### config.mk
export PLATFORM = sky130hd
export DESIGN_NAME = mfill_engine
export DESIGN_NICKNAME = d
export VERILOG_FILES = /design/src/rtl/mfill_pkg.sv /design/src/rtl/mfill_sizechk.sv /design/src/rtl/mfill_regs.sv /design/src/rtl/mfill_seq.sv /design/src/rtl/mfill_engine.sv
export SDC_FILE = /design/constraint.sdc
export NUM_CORES = 1
export LEC_CHECK = 0
export CORE_ASPECT_RATIO = 0.9
export CORE_UTILIZATION = 30
export CTS_CLUSTER_DIAMETER = 120
export CTS_CLUSTER_SIZE = 16
export DETAILED_ROUTE_END_ITERATION = 12
export REMOVE_ABC_BUFFERS = 1
export SKIP_LAST_GASP = 1
export SYNTH_ARGS = -nofsm -noshare
export SYNTH_HDL_FRONTEND = slang
export SYNTH_SLANG_ARGS = --single-unit
### constraint.sdc
create_clock -name clk -period 2 [get_ports clk]
set_input_delay 0.4 -clock clk [delete_from_list [all_inputs] [get_ports clk]]
set_output_delay 0.4 -clock clk [all_outputs]
set_load 0.005 [all_outputs]
### src/rtl/mfill_pkg.sv
// Package: shared register offsets, status bit positions and widths for the
// pattern fill engine. Assumes a 32-bit register port.
package mfill_pkg;
    localparam int REG_W      = 32;
    localparam int REG_AW     = 3;
    localparam int PAT_W      = 64;
    localparam int START_BIT  = 0;
    localparam int ST_BUSY    = 0;
    localparam int ST_ERR     = 1;

    typedef enum logic [REG_AW-1:0] {
        OFS_CTRL = 3'd0,
        OFS_DEST = 3'd1,
        OFS_LEN  = 3'd2,
        OFS_PLO  = 3'd3,
        OFS_PHI  = 3'd4
    } reg_ofs_e;
endpackage

### src/rtl/mfill_sizechk.sv
// Module: legality check of the programmed fill settings.
// Checks that the length lies within [MIN_BYTES, MAX_BYTES], that the length is
// a whole number of beats, and that the start address is beat-aligned.
// Assumes BEAT_BYTES is a power of two of at least 2.
module mfill_sizechk #(
    parameter int ADDR_W     = 32,
    parameter int BEAT_BYTES = 8,
    parameter int MIN_BYTES  = 128,
    parameter int MAX_BYTES  = 16777216
) (
    input  logic [ADDR_W-1:0]             len,
    input  logic [$clog2(BEAT_BYTES)-1:0] dest_lsb,
    output logic                          ok
);
    localparam int ALIGN_W = $clog2(BEAT_BYTES);
    localparam logic [ADDR_W-1:0] MIN_V = ADDR_W'(MIN_BYTES);
    localparam logic [ADDR_W-1:0] MAX_V = ADDR_W'(MAX_BYTES);

    logic in_range;
    logic len_whole;
    logic dest_even;

    // Range, granularity and alignment tests combined into one verdict.
    always_comb begin
        in_range  = (len >= MIN_V) && (len <= MAX_V);
        len_whole = (len[ALIGN_W-1:0] == '0);
        dest_even = (dest_lsb == '0);
        ok        = in_range && len_whole && dest_even;
    end
endmodule

### src/rtl/mfill_regs.sv
// Module: register file of the fill engine.
// Holds the destination, length and the two pattern words, and decodes the
// start bit. Writes to the setting registers and start are dropped while the
// engine is busy. The launch output is a one-cycle pulse, raised only for a
// legal start. The error flag records the verdict of the latest start.
module mfill_regs
    import mfill_pkg::*;
#(
    parameter int ADDR_W     = 32,
    parameter int BEAT_BYTES = 8,
    parameter int MIN_BYTES  = 128,
    parameter int MAX_BYTES  = 16777216
) (
    input  logic              clk,
    input  logic              rst_n,
    input  logic              reg_we,
    input  logic [REG_AW-1:0] reg_addr,
    input  logic [REG_W-1:0]  reg_wdata,
    output logic [REG_W-1:0]  reg_rdata,
    input  logic              busy,
    output logic [ADDR_W-1:0] dest_q,
    output logic [ADDR_W-1:0] len_q,
    output logic [PAT_W-1:0]  pattern,
    output logic              launch
);
    localparam int ALIGN_W = $clog2(BEAT_BYTES);

    logic [REG_W-1:0] plo_q;
    logic [REG_W-1:0] phi_q;
    logic             err_q;
    logic             start_req;
    logic             cfg_ok;
    logic             open_wr;

    mfill_sizechk #(
        .ADDR_W    (ADDR_W),
        .BEAT_BYTES(BEAT_BYTES),
        .MIN_BYTES (MIN_BYTES),
        .MAX_BYTES (MAX_BYTES)
    ) u_chk (
        .len     (len_q),
        .dest_lsb(dest_q[ALIGN_W-1:0]),
        .ok      (cfg_ok)
    );

    // Decode of writes that may act: only while idle.
    always_comb begin
        open_wr   = reg_we && !busy;
        start_req = open_wr && (reg_addr == OFS_CTRL) && reg_wdata[START_BIT];
        launch    = start_req && cfg_ok;
        pattern   = {phi_q, plo_q};
    end

    // Setting registers, updated only when idle.
    always_ff @(posedge clk) begin
        if (!rst_n) begin
            dest_q <= '0;
            len_q  <= '0;
            plo_q  <= '0;
            phi_q  <= '0;
        end else if (open_wr) begin
            case (reg_addr)
                OFS_DEST: dest_q <= ADDR_W'(reg_wdata);
                OFS_LEN:  len_q  <= ADDR_W'(reg_wdata);
                OFS_PLO:  plo_q  <= reg_wdata;
                OFS_PHI:  phi_q  <= reg_wdata;
                default:  ;
            endcase
        end
    end

    // Error flag: set by a rejected start, cleared by an accepted one.
    always_ff @(posedge clk) begin
        if (!rst_n) begin
            err_q <= 1'b0;
        end else if (start_req) begin
            err_q <= !cfg_ok;
        end
    end

    // Read multiplexer over the register offsets.
    always_comb begin
        reg_rdata = '0;
        case (reg_addr)
            OFS_CTRL: begin
                reg_rdata[ST_BUSY] = busy;
                reg_rdata[ST_ERR]  = err_q;
            end
            OFS_DEST: reg_rdata = REG_W'(dest_q);
            OFS_LEN:  reg_rdata = REG_W'(len_q);
            OFS_PLO:  reg_rdata = plo_q;
            OFS_PHI:  reg_rdata = phi_q;
            default:  reg_rdata = '0;
        endcase
    end

    // settings do not move while a fill runs.
    assert_lockout_R9: assert property (@(posedge clk) disable iff (!rst_n)
        busy |=> $stable(dest_q) && $stable(len_q) && $stable(pattern));

    // an illegal start raises the error flag and does not launch.
    assert_reject_R4: assert property (@(posedge clk) disable iff (!rst_n)
        (reg_we && !busy && reg_addr == OFS_CTRL && reg_wdata[START_BIT] && !cfg_ok)
        |=> err_q && !busy);

    // an accepted start leaves the error flag clear.
    assert_clear_R5: assert property (@(posedge clk) disable iff (!rst_n)
        launch |=> !err_q && busy);
endmodule

### src/rtl/mfill_seq.sv
// Module: beat sequencer of the fill engine.
// On launch it loads the start address and the beat count. It then presents
// one beat at a time, advancing on each valid/ready handshake and holding
// steady under backpressure. It reads the pattern live, and assumes the
// register file keeps the pattern frozen while busy.
module mfill_seq
    import mfill_pkg::*;
#(
    parameter int ADDR_W     = 32,
    parameter int BEAT_BYTES = 8,
    parameter int CNT_W      = 22
) (
    input  logic              clk,
    input  logic              rst_n,
    input  logic              launch,
    input  logic [ADDR_W-1:0] dest,
    input  logic [CNT_W-1:0]  beats,
    input  logic [PAT_W-1:0]  pattern,
    output logic              busy,
    output logic              wr_valid,
    input  logic              wr_ready,
    output logic [ADDR_W-1:0] wr_addr,
    output logic [PAT_W-1:0]  wr_data,
    output logic              done
);
    localparam int ALIGN_W = $clog2(BEAT_BYTES);
    localparam logic [ADDR_W-1:0] STEP = ADDR_W'(BEAT_BYTES);
    localparam logic [CNT_W-1:0]  ONE  = CNT_W'(1);

    logic [ADDR_W-1:0] addr_q;
    logic [CNT_W-1:0]  left_q;
    logic              busy_q;
    logic              done_q;
    logic              fire;

    // Handshake and output drive.
    always_comb begin
        fire     = busy_q && wr_ready;
        wr_valid = busy_q;
        wr_addr  = addr_q;
        wr_data  = pattern;
        busy     = busy_q;
        done     = done_q;
    end

    // Address, remaining count and busy state per beat.
    always_ff @(posedge clk) begin
        if (!rst_n) begin
            addr_q <= '0;
            left_q <= '0;
            busy_q <= 1'b0;
        end else if (launch) begin
            addr_q <= dest;
            left_q <= beats;
            busy_q <= 1'b1;
        end else if (fire) begin
            addr_q <= addr_q + STEP;
            left_q <= left_q - ONE;
            if (left_q == ONE) begin
                busy_q <= 1'b0;
            end
        end
    end

    // One-cycle completion pulse after the final handshake.
    always_ff @(posedge clk) begin
        if (!rst_n) begin
            done_q <= 1'b0;
        end else begin
            done_q <= fire && (left_q == ONE);
        end
    end

    // beat held while the sink stalls.
    assert_hold_R7: assert property (@(posedge clk) disable iff (!rst_n)
        (wr_valid && !wr_ready) |=> wr_valid && $stable(wr_addr) && $stable(wr_data));

    // consecutive beats of one fill are one beat apart.
    assert_step_R6: assert property (@(posedge clk) disable iff (!rst_n)
        (wr_valid && wr_ready) |=> (!wr_valid || wr_addr == $past(wr_addr) + STEP));

    // completion pulse lasts one cycle and follows a handshake.
    assert_pulse_R8: assert property (@(posedge clk) disable iff (!rst_n)
        done |=> !done);
    assert_after_R8: assert property (@(posedge clk) disable iff (!rst_n)
        done |-> !wr_valid && $past(wr_valid && wr_ready));

    // issued addresses are beat-aligned.
    assert_align_R5: assert property (@(posedge clk) disable iff (!rst_n)
        wr_valid |-> (wr_addr[ALIGN_W-1:0] == '0));
endmodule

### src/rtl/mfill_engine.sv
// Module: top of the memory pattern fill engine.
// Joins the register file, which holds the settings, checks them and raises
// launch, to the beat sequencer, which drives the write port. Assumes the
// sink accepts writes at any address it is given.
module mfill_engine
    import mfill_pkg::*;
#(
    parameter int ADDR_W     = 32,
    parameter int BEAT_BYTES = 8,
    parameter int MIN_BYTES  = 128,
    parameter int MAX_BYTES  = 16777216
) (
    input  logic              clk,
    input  logic              rst_n,
    input  logic              reg_we,
    input  logic [2:0]        reg_addr,
    input  logic [31:0]       reg_wdata,
    output logic [31:0]       reg_rdata,
    output logic              wr_valid,
    input  logic              wr_ready,
    output logic [ADDR_W-1:0] wr_addr,
    output logic [63:0]       wr_data,
    output logic              done
);
    localparam int ALIGN_W = $clog2(BEAT_BYTES);
    localparam int CNT_W   = $clog2(MAX_BYTES / BEAT_BYTES + 1);

    logic [ADDR_W-1:0] dest_q;
    logic [ADDR_W-1:0] len_q;
    logic [PAT_W-1:0]  pattern;
    logic              launch;
    logic              busy;
    logic [CNT_W-1:0]  beats;

    // Length in bytes converted to a beat count.
    always_comb begin
        beats = len_q[ALIGN_W +: CNT_W];
    end

    mfill_regs #(
        .ADDR_W    (ADDR_W),
        .BEAT_BYTES(BEAT_BYTES),
        .MIN_BYTES (MIN_BYTES),
        .MAX_BYTES (MAX_BYTES)
    ) u_regs (
        .clk      (clk),
        .rst_n    (rst_n),
        .reg_we   (reg_we),
        .reg_addr (reg_addr),
        .reg_wdata(reg_wdata),
        .reg_rdata(reg_rdata),
        .busy     (busy),
        .dest_q   (dest_q),
        .len_q    (len_q),
        .pattern  (pattern),
        .launch   (launch)
    );

    mfill_seq #(
        .ADDR_W    (ADDR_W),
        .BEAT_BYTES(BEAT_BYTES),
        .CNT_W     (CNT_W)
    ) u_seq (
        .clk     (clk),
        .rst_n   (rst_n),
        .launch  (launch),
        .dest    (dest_q),
        .beats   (beats),
        .pattern (pattern),
        .busy    (busy),
        .wr_valid(wr_valid),
        .wr_ready(wr_ready),
        .wr_addr (wr_addr),
        .wr_data (wr_data),
        .done    (done)
    );
endmodule

* Word-level counts from Yosys, hierarchy flattened *
Index checks and enable logic that the tools add are counted.

storage, ports and cells
  register bits = 185
  input bits = 39
  output and inout port bits = 130
  word-level logic and storage cells = 48

cells by class
  add/subtract/negate cells = 2
  order comparisons = 2
  equal/unequal tests = 5
  multiplexer cells = 9
  reductions and logical operators = 21

operators with widths
  kind                     count
  $pmux W30 S4             1
  $mux W32                 2
  $mux W22                 2
  $add A32 B4 Y32 const B  1
  $ge A32 B8 Y1 const B    1
  $le A32 B25 Y1 const B   1
  $eq A22 B1 Y1 const B    1
  $sub A22 B1 Y22 const B  1
  $pmux W2 S5              1
  $reduce_and A2 Y1        5
  $logic_and A1 B1 Y1      9
  $logic_not A3 Y1         3
  $eq A3 B2 Y1 const B     2
  $reduce_bool A2 Y1       2
  $eq A3 B1 Y1 const B     1
  $eq A3 B3 Y1 const B     1
  $mux W1                  3
  $logic_not A1 Y1         2

* Logic depth before layout (Yosys ltp) *
  word-level depth = 7
  gate-level depth with buffers = 9
  depth with buffers taken out = 7

* Cells and area by module *
Synthesis repeated with hierarchy kept, for this count alone.

second synthesis, totals
  cell total of the unflattened synthesis = 1,043
  area total of the unflattened synthesis = 9,465.3 µm²

modules (own cells, without submodules)
  module         instances  cells each  area an instance (µm²)  sequential area each (µm²)
  mfill_regs     1          583         5,736.8                 2,582.5
  mfill_seq      1          443         3,636.0                 1,121.1
  mfill_sizechk  1          17          92.6                    0.0

* Worst setup path before layout *
No wires, ideal clock.

  path kind = input-to-reg
  start point = in reg_addr[0]
  end point = reg u_seq.left_q[16]
  setup time = 0.115 ns
  arrival = 1.978 ns
  data required time = 1.885 ns
  slack = -0.093 ns
  cell stages on the path = 8
  path buffers = 2
  cells stage by stage = clkbuf_1 -> nor2_1 -> nand4_1 -> a211oi_2 -> nor2_1 -> buf_2 -> and3_1 -> o21a_1

between the ends
  longest elaborated chain between the ends = 5
  elaborated cells on any way between the ends = 6
  those cells by class = 1 x mux; 5 x reduce/logical

RTL lines
  item                                            RTL line            source
  start, declared                                 mfill_engine.sv:16  input logic [2:0] reg_addr,
  $logic_not A3 Y1 *                              mfill_regs.sv:49    start_req = open_wr && (reg_addr == OFS_CTRL) && reg_wdata[START_BIT];
  $logic_and A1 B1 Y1 * (2 in a row)              mfill_regs.sv:49
  $logic_and A1 B1 Y1 *                           mfill_regs.sv:50    launch = start_req && cfg_ok;
  $mux W22 or $reduce_bool A2 Y1 (tied branches)  --
  end signal, assigned                            mfill_seq.sv:54     left_q <= beats;
  end signal, assigned                            mfill_seq.sv:58     left_q <= left_q - ONE;
  end, declared                                   mfill_seq.sv:31     logic [CNT_W-1:0] left_q;

Mark *: on every way between the ends. The rest lies on a longest branch, timed or not.
A chain may end at the register's enable or synchronous reset.

* Worst setup path in the final report *
  start point = reg u_regs.len_q[29]
  end point = reg u_seq.left_q[16]

between the ends
  longest elaborated chain between the ends = 6
  elaborated cells on any way between the ends = 8
  those cells by class = 2 x order compare; 1 x mux; 5 x reduce/logical

RTL lines
  item                                             RTL line             source
  start, declared                                  mfill_regs.sv:22     output logic [ADDR_W-1:0] len_q,
  start signal, assigned                           mfill_regs.sv:64     OFS_LEN: len_q <= ADDR_W'(reg_wdata);
  $ge A32 B8 Y1 or $le A32 B25 Y1 (tied branches)  mfill_sizechk.sv:25  in_range = (len >= MIN_V) && (len <= MAX_V);
  $logic_and A1 B1 Y1 *                            mfill_sizechk.sv:25
  $logic_and A1 B1 Y1 * (2 in a row)               mfill_sizechk.sv:28  ok = in_range && len_whole && dest_even;
  $logic_and A1 B1 Y1 *                            mfill_regs.sv:50
  $mux W22 or $reduce_bool A2 Y1 (tied branches)   --

Marked as above.

==> impl_metrics.tcl <==
set metrics [dict create \
    firstDrtPassIters 7 \
    hold_viol 0 \
    drt-vias-per-instance 5.20 \
    cts-root-buf "clkbuf_16" \
    ctsHoldBuffers 0 \
    worstSkewPairLatency_ns 0.44 \
    crit_fanout 17 \
    vdd_drop_max_v 0.000594 \
    drv_slew 0 \
    relSlewSlack_pct 66.8 \
    grt_pass1_vias 8484 \
    synth_top_area_cell "dfxtp_1" \
    setup_violations 79 \
    dp_hpwl_mm 22.2 \
    fin_crit_ns 2.22 \
    endpoint_kind "register" \
    fin_crit_sh_pct 111 \
    die_w_um 177 \
    drive_gt1_share_pct 24.0 \
    drv_cap 0 \
    synth_cell_types 55 \
    worstHoldPathType "input port to register" \
    yosysSeqAreaShare_pct 44.8 \
    yosysMostFrequentCell "nand2_1" \
    grt_max_degree 76 \
    wl_mm 32.2 \
    max_slew.worst_pin.slew_ns 0.497 \
    clk_path_buf_depth 2 \
    drc 0 \
    gp_congestion 0.875 \
    drtAntennaViolNets 0 \
    fin_cells 1734 \
    gr-total-overflow 0 \
    start_util_pct 30.6 \
    synth.cell_area_mm2 0.00827 \
    clkTransAtPathRegs_ns 0.07 \
    vias 9011 \
    syn2layout_area_growth_pct 53.9 \
    cts_num_sinks 185 \
    wl_per_cell_um 18.5 \
    antenna_found_initial 0 \
    nets 1409 \
    final_util_pct 47.1 \
    synth_edf_count 0 \
    num_rows 57 \
    power_density_mw_per_mm2 629 \
    core_mm2 0.0270 \
    synth_top_cell_area_share_pct 44.8 \
    power.leakage_nw 4.85 \
    cts_tree "yes" \
    grt_usage_pct 22.4 \
    die_h_um 160 \
    io_buffer_count 168 \
    n_antenna_cell 0 \
    placed_cells 1659 \
    setup_ws_ns -0.217 \
    fin_worst_skew_ns 0.0132 \
    ys_async_sr_fraction_pct 0 \
    yosys-top-cells-area "dfxtp_1 45%, nand2_1 14%, a21oi_1 9.8%" \
    ios 169 \
    rsz0062_at_grt "true" \
    synth.avg_cell_area_um2 7.71 \
    synth_commonest_cells "304 x nand2_1, 185 x dfxtp_1, 162 x a21oi_1" \
    critPathKind "register to register" \
    drt_iter0_drc 687 \
    n_fill_cell 2665 \
    synthCells 1072 \
    critPathRequiredTime_ns 2.33 \
    status "finished with violations" \
    synth_ff_type "dfxtp_1" \
    fmax_ghz 0.451 \
    grt_pass1_wl_mm 49.0 \
    numCtsBuffers 17 \
    die-area_mm2 0.0282 \
    violations "setup timing" \
    startpoint_type "register" \
    htree_levels 4 \
    ys_seq_elements 185 \
    arrival_ns 2.55 \
    yosys_warnings 0 \
]
==> path summary, 6_finish.rpt <==
kind,depth (start not counted),slack [ns],from,endpoint
hold reg to reg,2,0.47,u_regs.phi_q[7],u_regs.phi_q[7]
setup reg to reg,9,-0.22,u_regs.len_q[29],u_seq.left_q[16]
hold / removal,4,0.41,reg_addr[0],u_regs.err_q
setup / recovery,9,-0.22,u_regs.len_q[29],u_seq.left_q[16]
==> final cells by class <==
class | instances | area [um^2] | area share, %
clock buffer | 20 | 457 | 3.59
clock inverter | 12 | 115 | 0.904
inverter | 8 | 32.5 | 0.256
multi-input combinational | 796 | 4470 | 35.1
sequential | 185 | 3710 | 29.2
tap | 354 | 443 | 3.48
timing repair buffer | 359 | 3500 | 27.5
==> per-stage QoR <==
step	setup slack, ns	power, W	TNS [ns]	hold slack, ns	area (um^2)
2_1_floorplan	-1.91	0.00412	-199.28	0.445	7940
3_3_place_gp	-0.739	0.00457	-82.26	0.461	11400
3_5_place_dp	-0.807	0.00457	-97.38	0.464	11400
4_1_cts	-0.221	0.00802	-8.96	0.357	12500
5_1_grt	-0.335	0.00830	-16.46	0.432	12700
6_report	-0.217	0.00800	-9.50	0.408	12700
==> cells by family after synthesis <==
group	after synthesis	synth area share [%]
AO/OA/AOI/OAI	303	23.4
flip-flops	185	44.8
buffers and inverters	91	4.36
multiplexers	5	0.756
AND/OR/NAND/NOR	484	26.2
XOR/XNOR	1	0.106
adder cells (fa/ha/maj)	3	0.454
==> registers in the layout, summed over array words and instances (netlist names) <==
| signal | flops |
|---|---|
| u_regs.dest_q | 32 |
| u_regs.len_q | 32 |
| u_regs.phi_q | 32 |
| u_regs.plo_q | 32 |
| u_seq.wr_addr | 32 |
| u_seq.left_q | 22 |
| u_regs.err_q | 1 |
| u_seq.busy | 1 |
| u_seq.done | 1 |
==> worst max-delay path, stage by stage (launching register included) <==
cell	delay, ns
dfxtp_2	0.33
nor4_2	0.25
buf_4	0.17
buf_6	0.09
nand4b_1	0.17
a211oi_4	0.38
nor2_4	0.17
buf_4	0.21
and3_1	0.16
o21a_1	0.17
==> placed cells by master, fill, tap and decap left out, types with 5 or more instances in the layout <==
master / synthesis / final
clkbuf_16: 0 / 19
buf_4: 1 / 131
buf_2: 6 / 24
and4_1: 6 / 5
nor3_1: 12 / 11
nand2_1: 304 / 293
and2_1: 11 / 7
nand4_1: 9 / 9
inv_1: 7 / 6
o211ai_1: 6 / 6
nand3_1: 26 / 26
a22o_1: 30 / 30
buf_8: 0 / 6
nor2_1: 48 / 47
o21ai_0: 20 / 13
or2_2: 9 / 9
dfxtp_2: 0 / 9
a21oi_1: 162 / 156
buf_12: 0 / 28
o31a_1: 8 / 8
buf_6: 1 / 26
and3_1: 20 / 20
clkbuf_2: 0 / 8
a221o_1: 30 / 30
clkdlybuf4s50_1: 0 / 133
nand2_2: 0 / 9
or3_1: 7 / 7
a31oi_1: 20 / 20
dfxtp_1: 185 / 176
==> what timing repair did <==
action | 4_1_cts | 5_1_grt
resized for setup | 204 | 61
gates cloned | 3 | 2
setup buffers | 28 | 12
setup endpoints to repair | 88 | 87
pin swaps | 37 | 42
==> metal layers <==
layer	track usage [%]	up-vias	part of all wire (%)
li1	-	4379	-
met4	4.78	0	1.3
met2	35.2	272	47
met3	4.80	29	6.6
met5	0	-	0
met1	31.3	4331	45
==> power by group <==
group	leakage, nW	switching, W	internal, W
Sequential	1.50	0.0000549	0.00374
Combinational	3.07	0.000420	0.000405
Clock	0.279	0.00158	0.00180
Total	4.85	0.00205	0.00595
(Power assumes the default switching activity.)
